File: config.mk
export PLATFORM = sky130hd
export DESIGN_NAME = dma_chan_regs
export DESIGN_NICKNAME = d
export VERILOG_FILES = /design/src/rtl/dma_chan_regs.sv
export SDC_FILE = /design/constraint.sdc
export NUM_CORES = 1
export LEC_CHECK = 0
export BUFFER_PORTS_ARGS = -buffer_cell sky130_fd_sc_hd__buf_4
export CAP_MARGIN = 40
export CORE_ASPECT_RATIO = 1.1
export CORE_MARGIN = 4
export CORE_UTILIZATION = 35
export CTS_BUF_LIST = sky130_fd_sc_hd__clkbuf_8
export CTS_CLUSTER_DIAMETER = 80
export CTS_CLUSTER_SIZE = 28
export DETAILED_ROUTE_END_ITERATION = 10
export GPL_ROUTABILITY_DRIVEN = 0
export GPL_TIMING_DRIVEN = 0
export PLACE_DENSITY = 0.56
export SYNTH_ARGS = -nofsm -noshare
export SYNTH_HDL_FRONTEND = slang
export SYNTH_SLANG_ARGS = --single-unit
File: constraint.sdc
create_clock -name clk -period 2 [get_ports clk]
set_clock_uncertainty 0.05 [all_clocks]
set_input_delay 0.2 -clock clk [delete_from_list [all_inputs] [get_ports clk]]
set_output_delay 0.2 -clock clk [all_outputs]
set_load 0.1 [all_outputs]
File: src/rtl/dma_chan_regs.sv
module dma_chan_regs #(
  parameter int N_CH   = 4,
  parameter int DATA_W = 32,
  parameter int CNT_W  = 24,
  parameter int ADDR_W = 16
) (
  input  logic              clk,
  input  logic              rst_n,
  input  logic [ADDR_W-1:0] addr,
  input  logic              wr_en,
  input  logic [DATA_W-1:0] wdata,
  output logic [DATA_W-1:0] rdata,
  input  logic [N_CH-1:0]   done_evt,
  output logic [N_CH-1:0]   chan_en,
  output logic [N_CH-1:0]   chan_go,
  output logic [N_CH-1:0]   auto_go,
  output logic              glob_en,
  output logic [N_CH-1:0]   irq
);
  localparam int OFF_W   = 12;
  localparam int BANK_W  = OFF_W - 4;
  localparam int OPR_OFF = N_CH * 16;

  logic [OFF_W-1:0]  off;
  logic [DATA_W-1:0] src_q [N_CH];
  logic [DATA_W-1:0] dst_q [N_CH];
  logic [CNT_W-1:0]  cnt_q [N_CH];
  logic [DATA_W-1:0] ctl_q [N_CH];
  logic              irq_q [N_CH];
  logic [DATA_W-1:0] opr_q;
  logic              opr_hit;

  assign off     = addr[OFF_W-1:0];
  assign opr_hit = (off[OFF_W-1:2] == OPR_OFF[OFF_W-1:2]);
  assign glob_en = (opr_q[2:0] == 3'b001);

  always_ff @(posedge clk or negedge rst_n)
    if (!rst_n)                 opr_q <= '0;
    else if (wr_en && opr_hit)  opr_q <= wdata;

  for (genvar i = 0; i < N_CH; i++) begin : g_ch
    logic              hit, ctl_wr, was_act, now_act;
    logic [DATA_W-1:0] ctl_nx;

    assign hit     = wr_en && (off[OFF_W-1:4] == BANK_W'(i));
    assign ctl_wr  = hit && (off[3:2] == 2'd3);
    assign was_act = ctl_q[i][2] && ctl_q[i][1];
    assign now_act = wdata[2] && wdata[1];
    assign ctl_nx  = (ctl_wr ? wdata : ctl_q[i]) | (done_evt[i] ? DATA_W'(2) : '0);

    always_ff @(posedge clk or negedge rst_n)
      if (!rst_n) begin
        src_q[i] <= '0;
        dst_q[i] <= '0;
        cnt_q[i] <= '0;
        ctl_q[i] <= '0;
        irq_q[i] <= 1'b0;
      end else begin
        if (hit && off[3:2] == 2'd0) src_q[i] <= wdata;
        if (hit && off[3:2] == 2'd1) dst_q[i] <= wdata;
        if (hit && off[3:2] == 2'd2) cnt_q[i] <= wdata[CNT_W-1:0];
        ctl_q[i] <= ctl_nx;
        if (done_evt[i] && ctl_nx[2])             irq_q[i] <= 1'b1;
        else if (ctl_wr && was_act && !now_act)   irq_q[i] <= 1'b0;
      end

    assign irq[i]     = irq_q[i];
    assign chan_en[i] = (ctl_q[i][1:0] == 2'b01);
    assign chan_go[i] = chan_en[i] && glob_en;
    assign auto_go[i] = chan_go[i] && (ctl_q[i][11:10] == 2'b01);
  end

  always_comb begin
    rdata = '0;
    for (int i = 0; i < N_CH; i++)
      if (off[OFF_W-1:4] == BANK_W'(i))
        case (off[3:2])
          2'd0:    rdata = src_q[i];
          2'd1:    rdata = dst_q[i];
          2'd2:    rdata = DATA_W'(cnt_q[i]);
          default: rdata = ctl_q[i];
        endcase
    if (opr_hit) rdata = opr_q;
  end
endmodule

=== Yosys cells after proc, flatten, opt, wreduce, memory -nomap -nowiden ===
Cells that the tools add are included.

* Equal/unequal tests: 16
* Mux-type cells: 25
* Bitwise gates (word level): 4
* Reduce and logical (&&, ||, !) cells: 53

{| class="wikitable"
|+ Operators by type and width
! kind !! number
|-
| $pmux 32 s3 || 4
|-
| $mux 32 || 9
|-
| $or 32x2->32 || 4
|-
| $logic_and 1x1->1 || 46
|-
| $eq 2x1->1 const B || 9
|-
| $eq 8x2->1 const B || 2
|-
| $eq 10x5->1 const B || 1
|-
| $eq 8x1->1 const B || 1
|-
| $logic_not 8->1 || 1
|-
| $mux 1 || 8
|-
| $mux 2 || 4
|-
| $reduce_bool 2->1 || 4
|-
| $eq 2x2->1 const B || 2
|-
| $eq 3x1->1 const B || 1
|-
| $logic_not 2->1 || 1
|-
| $logic_not 1->1 || 1
|}

* Register bits: 516
* Bits of input ports: 55
* Output and inout bits: 49
* Logic and storage cells: 119

=== Depth between registers and ports, before layout ===
Gate-level depths: netlist of the first run.

* Word-level depth: 7
* Gate-level depth with buffers: 8
* Depth with buffers taken out: 4

=== Worst setup path before layout of the first run ===
Ideal clock, no wire load.

* Kind: flip-flop to output port
* From: register opr_q[2]
* To: output auto_go[0]
* Arrival: 4.631 ns
* Data required time: 1.750 ns
* Path slack: -2.881 ns
* Stages on the path, launching flop included: 4
* Path buffers: 0
* Cells stage by stage: dfrtp_1 nor3b_1 and2_1 and3b_1

* Word-level cells in the longest chain between the ends: 3

{| class="wikitable"
|+ RTL lines
! item !! RTL line !! RTL
|-
| start, declared || 30 || <nowiki>logic [DATA_W-1:0] opr_q;</nowiki>
|-
| start signal, assigned || 39 || <nowiki>else if (wr_en && opr_hit) opr_q <= wdata;</nowiki>
|-
| $eq 3x1->1 || 35 || <nowiki>assign glob_en = (opr_q[2:0] == 3'b001);</nowiki>
|-
| net glob_en || 17 || <nowiki>output logic glob_en,</nowiki>
|-
| $logic_and 1x1->1 || 69 || <nowiki>assign chan_go[i] = chan_en[i] && glob_en;</nowiki>
|-
| net chan_go[0] || 15 || <nowiki>output logic [N_CH-1:0] chan_go,</nowiki>
|-
| $logic_and 1x1->1 || 70 || <nowiki>assign auto_go[i] = chan_go[i] && (ctl_q[i][11:10] == 2'b01);</nowiki>
|-
| end, declared || 16 || <nowiki>output logic [N_CH-1:0] auto_go,</nowiki>
|}

The timed path passes the listed nets, and every way through them passes these cells.

=== Worst setup path after layout of the first run ===
* From: input addr[7]
* To: output rdata[14]

* Word-level cells in the longest chain between the ends: 6
* Elaborated cells on any way between the ends: 10
* Classes of those cells: 4 x eq/ne; 5 x mux; 1 x reduce/logical

{| class="wikitable"
|+ RTL lines
! item !! RTL line !! RTL
|-
| start, declared || 9 || <nowiki>input logic [ADDR_W-1:0] addr,</nowiki>
|-
| $logic_not 8->1 || 76 || <nowiki>if (off[OFF_W-1:4] == BANK_W'(i))</nowiki>
|-
| $mux 32 (4 in a row) || 76 ||
|-
| $mux 32 * || 83 || <nowiki>if (opr_hit) rdata = opr_q;</nowiki>
|-
| end, declared || 12 || <nowiki>output logic [DATA_W-1:0] rdata,</nowiki>
|}

Mark *: on every way between the ends. The rest lies on a longest branch, timed or not.

==> qor.txt, run 1 <==
status -> complete, but fails checks
failing checks -> setup timing
fin crit share -> 131.3%
Startpoint Class -> input pin
post-synthesis cell area -> 24230 um2
CTS tree -> done
Overflow after GRT -> 0
r2r setup slk -> 750 ps
Fillers -> 6155
Gate Count Post-Synth -> 1643
commonest non-fill, non-tap cell in the layout -> dfrtp_1
fin nets -> 1912
layout cell share with drive strength beyond 1 -> 53.49%
RSZ-0062 raised after global routing -> true
DRT met1 WL -> 33.30 mm
largest area contributor in the netlist -> dfrtp_1
GRT Resource Usage Total -> 20.50%
Worst EP required -> 1750 ps
Inst Count DP -> 2680
setup violators final -> 90
Worst Hold Class -> input pin to async pin
crit path time final -> 2626 ps
syn_nets -> 1698
leakage power -> 14.13 nW
Synth top area share -> 53.29%
via count -> 15.38k
YS warnings -> 0
max frequency -> 380.8 MHz
worst hold slack -> 72.72 ps
EDFF count, synth -> 0
final instance count without filler cells -> 2799
DRC viols -> 0
routed length on met3 -> 3.765 mm
Cell variety after synth -> 53
commonest register cell after synthesis -> dfrtp_1
R2R cell count -> 3
vias per cell -> 5.495
port bufs -> 94
1st-pass router iterations -> 4
die height -> 284.0 um
Crit. End Element -> output pin
asr flop ratio synth -> 100.0%
Initial Util -> 35.53%
Clock Pin Slew Worst Setup and Hold Paths -> 160 ps
Power Density -> 605.3 nW/um2
largest net degree at the start of global routing -> 125
ranking of synthesized cells by area -> dfrtp_1, mux2_2, mux4_2, mux2_4, mux2i_1
vias in the first global route -> 16.76k
CP max FO -> 5
total power -> 18.19 mW
maxcap violations -> 0
global-route wire length before repair -> 113.1 mm
Placement Setup Slack -> -1954 ps
most frequent cells in the layout -> dfrtp_1, mux2_2, mux2_4
Tightest Pin Transition -> 865.6 ps
WL met2 -> 36.88 mm
Seq/Total Area, Yosys -> 53.29%
Cell Rows -> 100
DR WL/cell -> 27.22 um
Die W -> 258.9 um
Clock Tree Root -> clkbuf_8
P&R area growth vs syn -> 24.04%
IO Pins -> 104
Worst-Skew Late Latency -> 690 ps
Iter 0 DRT Violations -> 1128
Post-Layout Inst Area -> 30050 um2
Final Util -> 44.07%
Slew headroom -> 42.30%
Clock Sinks -> 516
placed cell area -> 27370 um2
Die ar. -> 73500 um2
Slew Limit Fails -> 0
core area -> 68190 um2
Setup TNS Final -> -20280 ps
dpl hpwl -> 51.31 mm
Crit Path Class -> input pin to output pin
CP arrival -> 2380 ps
Synth Register Bits -> 516
maximum clock insertion buffer count -> 3
Max IR drop VDD -> 0.5328 mV
initial antenna violation count -> 3
final WL -> 76.20 mm
Max Used Layer -> met5
Num CTS Buffers -> 29
Detail Route Antenna Nets -> 0
fin worst setup slack -> -626.4 ps
H-tree depth -> 1
Hold Fails Final Rpt -> 0
Synth Area per Inst -> 14.75 um2
[cells in the mapped netlist, drive strengths merged, types with 15 or more instances]
library cell  number
dfrtp            516
mux2             509
clkbuf            85
mux2i             77
mux4              73
buf               66
nand2             46
o22ai             37
o21ai             28
a32oi             23
o21bai            18
a31oi             15
nand3             15
[final cells by class]
class / count / area [um2] / share of cell area (%)
flip-flops and latches: 516 / 12910 / 42.96
multi-input cells: 973 / 11820 / 39.34
repair buffers: 191 / 2331 / 7.756
well taps: 918 / 1149 / 3.822
plain buffers: 143 / 1109 / 3.689
clock buffers: 29 / 399.1 / 1.328
clock inverters: 24 / 315.3 / 1.049
inverters: 3 / 11.26 / 0.03747
diodes: 2 / 5.005 / 0.01665
[power breakdown]
| group | leakage [nW] | total [mW] | switching [mW] | internal, mW |
|---|---|---|---|---|
| Sequential | 7.16 | 10.7 | 0.0875 | 10.6 |
| Clock | 0.359 | 5.79 | 3.83 | 1.96 |
| Combinational | 6.62 | 1.72 | 1.09 | 0.633 |
| Total | 14.1 | 18.2 | 5.00 | 13.2 |
[registers in the layout, indices dropped and copies added, names as in the netlist]
register / count
irq: 4
ctl_q: 128
cnt_q: 96
opr_q: 32
dst_q: 128
src_q: 128
[path summary, 6_finish.rpt]
kind,start,endpoint
min in group clk,wr_en,irq[2]$_DFFE_PN0P_
max reg2reg,ctl_q[1]$_DFF_PN0_,irq[3]$_DFFE_PN0P_
min,rst_n,dst_q[120]$_DFFE_PN0P_
max,addr[7],rdata[14]
max in group asynchronous,rst_n,ctl_q[46]$_DFFE_PN0N_
min reg2reg,cnt_q[50]$_DFFE_PN0P_,cnt_q[50]$_DFFE_PN0P_
[critical path, stage by stage]
cell	delay (ps)
buf_6	90
or4_4	590
or4_4	450
buf_12	170
clkbuf_16	170
o21bai_4	180
a32oi_4	290
buf_12	220
[cells by family (layout without fill, tap and decap cells)]
group,after synthesis,in the layout,share of synthesized area [%]
buffers and inverters,154,390,3.119
flip-flops,516,516,53.29
AND/OR/NAND/NOR,129,129,3.212
multiplexers,659,659,34.99
AO/OA/AOI/OAI,185,185,5.391
other,0,2,0
[per-layer routing]
metal  vias to the layer above  GRT usage [%]
met3                       102          3.418
li1                       6587              -
met2                       382          34.18
met4                         2          5.830
met5                         -              0
met1                      8308          27.73
[what timing repair did]
| item | in CTS | in global routing |
|---|---|---|
| cloned | 2 | 0 |
| hold endpoints to repair | 298 | 0 |
| hold buffers | 41 | 0 |
| buffers inserted | 18 | 12 |
| pin swaps | 31 | 29 |
| endpoints found under the setup margin | 171 | 433 |
| gates resized for setup | 272 | 83 |
(Power assumes the default switching activity.)
==> run 2, diff against run 1 <==
Clock period 2 ns to 2.16 ns, I/O delays scaled along.
==> run 2 against run 1 <==
Compared with the run above: the flow still finishes with violations (setup timing); flip-flop and latch count stayed put; cell count is 0.36% higher; non-clock buffer count is 12 higher; sequential share of layout area is 0.11 points higher; sequential power is 8% lower; first-iteration DRC count is 15% lower; cell area is 0.25% lower; routed wire length is 1.9% lower; clock power is 5.7% lower; largest cell class unchanged.
==> qor.txt, run 2 (synthesis results as in run 1) <==
Detail Route Antenna Nets -> 0 (unchanged)
commonest non-fill, non-tap cell in the layout -> dfrtp_1 (unchanged)
Clock Sinks -> 516 (unchanged)
total power -> 16.92 mW (was 18.19 mW)
RSZ-0062 raised after global routing -> true (unchanged)
fin nets -> 1924 (was 1912)
Worst EP required -> 1890 ps (was 1750 ps)
failing checks -> setup timing (unchanged)
CP max FO -> 7 (was 5)
Tightest Pin Transition -> 877.7 ps (was 865.6 ps)
Worst Hold Class -> input pin to flop (was input pin to async pin)
Die W -> 258.9 um (unchanged)
Power Density -> 564.4 nW/um2 (was 605.3 nW/um2)
DR WL/cell -> 26.61 um (was 27.22 um)
Initial Util -> 35.53% (unchanged)
global-route wire length before repair -> 111.9 mm (was 113.1 mm)
CP arrival -> 2410 ps (was 2380 ps)
crit path time final -> 2680 ps
most frequent cells in the layout -> dfrtp_1, mux2_2, mux2_4 (unchanged)
status -> complete, but fails checks (unchanged)
core area -> 68190 um2 (unchanged)
Startpoint Class -> input pin (unchanged)
Max IR drop VDD -> 0.4887 mV (was 0.5328 mV)
via count -> 15.39k (was 15.38k)
GRT Resource Usage Total -> 20.19% (was 20.50%)
1st-pass router iterations -> 5 (was 4)
Worst-Skew Late Latency -> 680 ps (was 690 ps)
die height -> 284.0 um (unchanged)
setup violators final -> 44 (was 90)
Crit. End Element -> output pin (unchanged)
P&R area growth vs syn -> 23.73% (was 24.04%)
Placement Setup Slack -> -1458 ps (was -1954 ps)
maximum clock insertion buffer count -> 3 (unchanged)
Crit Path Class -> input pin to output pin (unchanged)
largest net degree at the start of global routing -> 127 (was 125)
vias per cell -> 5.480 (was 5.495)
Setup TNS Final -> -13590 ps (was -20280 ps)
Slew Limit Fails -> 0 (unchanged)
r2r setup slk -> 920 ps (was 750 ps)
Hold Fails Final Rpt -> 0 (unchanged)
worst hold slack -> 75.70 ps (was 72.72 ps)
leakage power -> 14.14 nW (was 14.13 nW)
initial antenna violation count -> 3 (unchanged)
biggest regs -> ctl_q x128, dst_q x128, src_q x128 (unchanged)
fin crit share -> 124.1%
H-tree depth -> 1 (unchanged)
Die ar. -> 73500 um2 (unchanged)
DRC viols -> 0 (unchanged)
fin worst setup slack -> -520.2 ps (was -626.4 ps)
Clock Pin Slew Worst Setup and Hold Paths -> 140 ps (was 160 ps)
Clock Tree Root -> clkbuf_8 (unchanged)
maxcap violations -> 0 (unchanged)
dpl hpwl -> 52.01 mm (was 51.31 mm)
Iter 0 DRT Violations -> 963 (was 1128)
layout cell share with drive strength beyond 1 -> 52.49% (was 53.49%)
final WL -> 74.75 mm (was 76.20 mm)
Slew headroom -> 41.49% (was 42.30%)
CTS tree -> done (unchanged)
IO Pins -> 104 (unchanged)
Num CTS Buffers -> 29 (unchanged)
max frequency -> 373.1 MHz
port bufs -> 94 (unchanged)
Overflow after GRT -> 0 (unchanged)
vias in the first global route -> 16.67k (was 16.76k)
Cell Rows -> 100 (unchanged)
run 2: cell count changes in the layout (fill, tap and decap cells not counted), sizes merged:
| cell | change |
|---|---|
| diode | -1 |
| buf | +12 |
| dlygate4sd3 | +1 |
| inv | -2 |
| clkinvlp | +1 |
| clkbuf | -1 |
run 2: final timing paths:
kind,from,end,depth (start not counted)
worst max-delay path,addr[9],rdata[12],8
worst min-delay path,wr_en,ctl_q[65]$_DFF_PN0_,4
worst max register to register,ctl_q[1]$_DFF_PN0_,irq[3]$_DFFE_PN0P_,3
worst min register to register,ctl_q[67]$_DFFE_PN0P_,ctl_q[67]$_DFFE_PN0P_,1
max in group asynchronous,rst_n,cnt_q[79]$_DFFE_PN0P_,5
min in group asynchronous,rst_n,src_q[26]$_DFFE_PN0P_,4
run 2: worst max-delay path, stage by stage:
cell	delay [ps]
buf_6	90
or4_4	590
or4_4	460
buf_12	170
clkbuf_16	170
o21bai_1	190
a32oi_4	300
buf_12	210
run 2: through the flow:
stage               util, %  area (um2)  cells
finish                43.96       29980   2809
global route          43.96       29980   2809
CTS                   43.23       29480   2792
detailed placement    40.14       27370   2694
global placement      39.33       26820   2655
floorplan                 -       24960   1643
run 2: power breakdown:
part           internal [mW]  switching (mW)  total [mW]
logic                  0.581           0.993        1.57
clock network           1.84            3.61        5.46
registers               9.81          0.0801        9.89
total                   12.2            4.68        16.9
run 2: layout make-up:
class,instances,area (um2)
multi-input combinational,973,11620
clock buffer,29,399.1
tap,918,1149
clock inverter,23,345.3
sequential,516,12910
timing repair buffer,202,2480
fill,6072,38210
inverter,3,11.26
buffer,144,1059
antenna,1,2.502
run 2: metal layers:
layer / GRT usage [%] / share of wire [%]
met1: 27.74 / 43
met2: 33.78 / 49
met3: 3.257 / 5.3
met4: 4.683 / 2.4
met5: 0 / 0.016
run 2: what timing repair did:
action	CTS	global route
pin swaps	25	34
endpoints found under the setup margin	84	433
cloned	1	0
buffers inserted	10	16
resized for setup	243	106
endpoints found under the hold margin	587	2
hold buffers	42	1
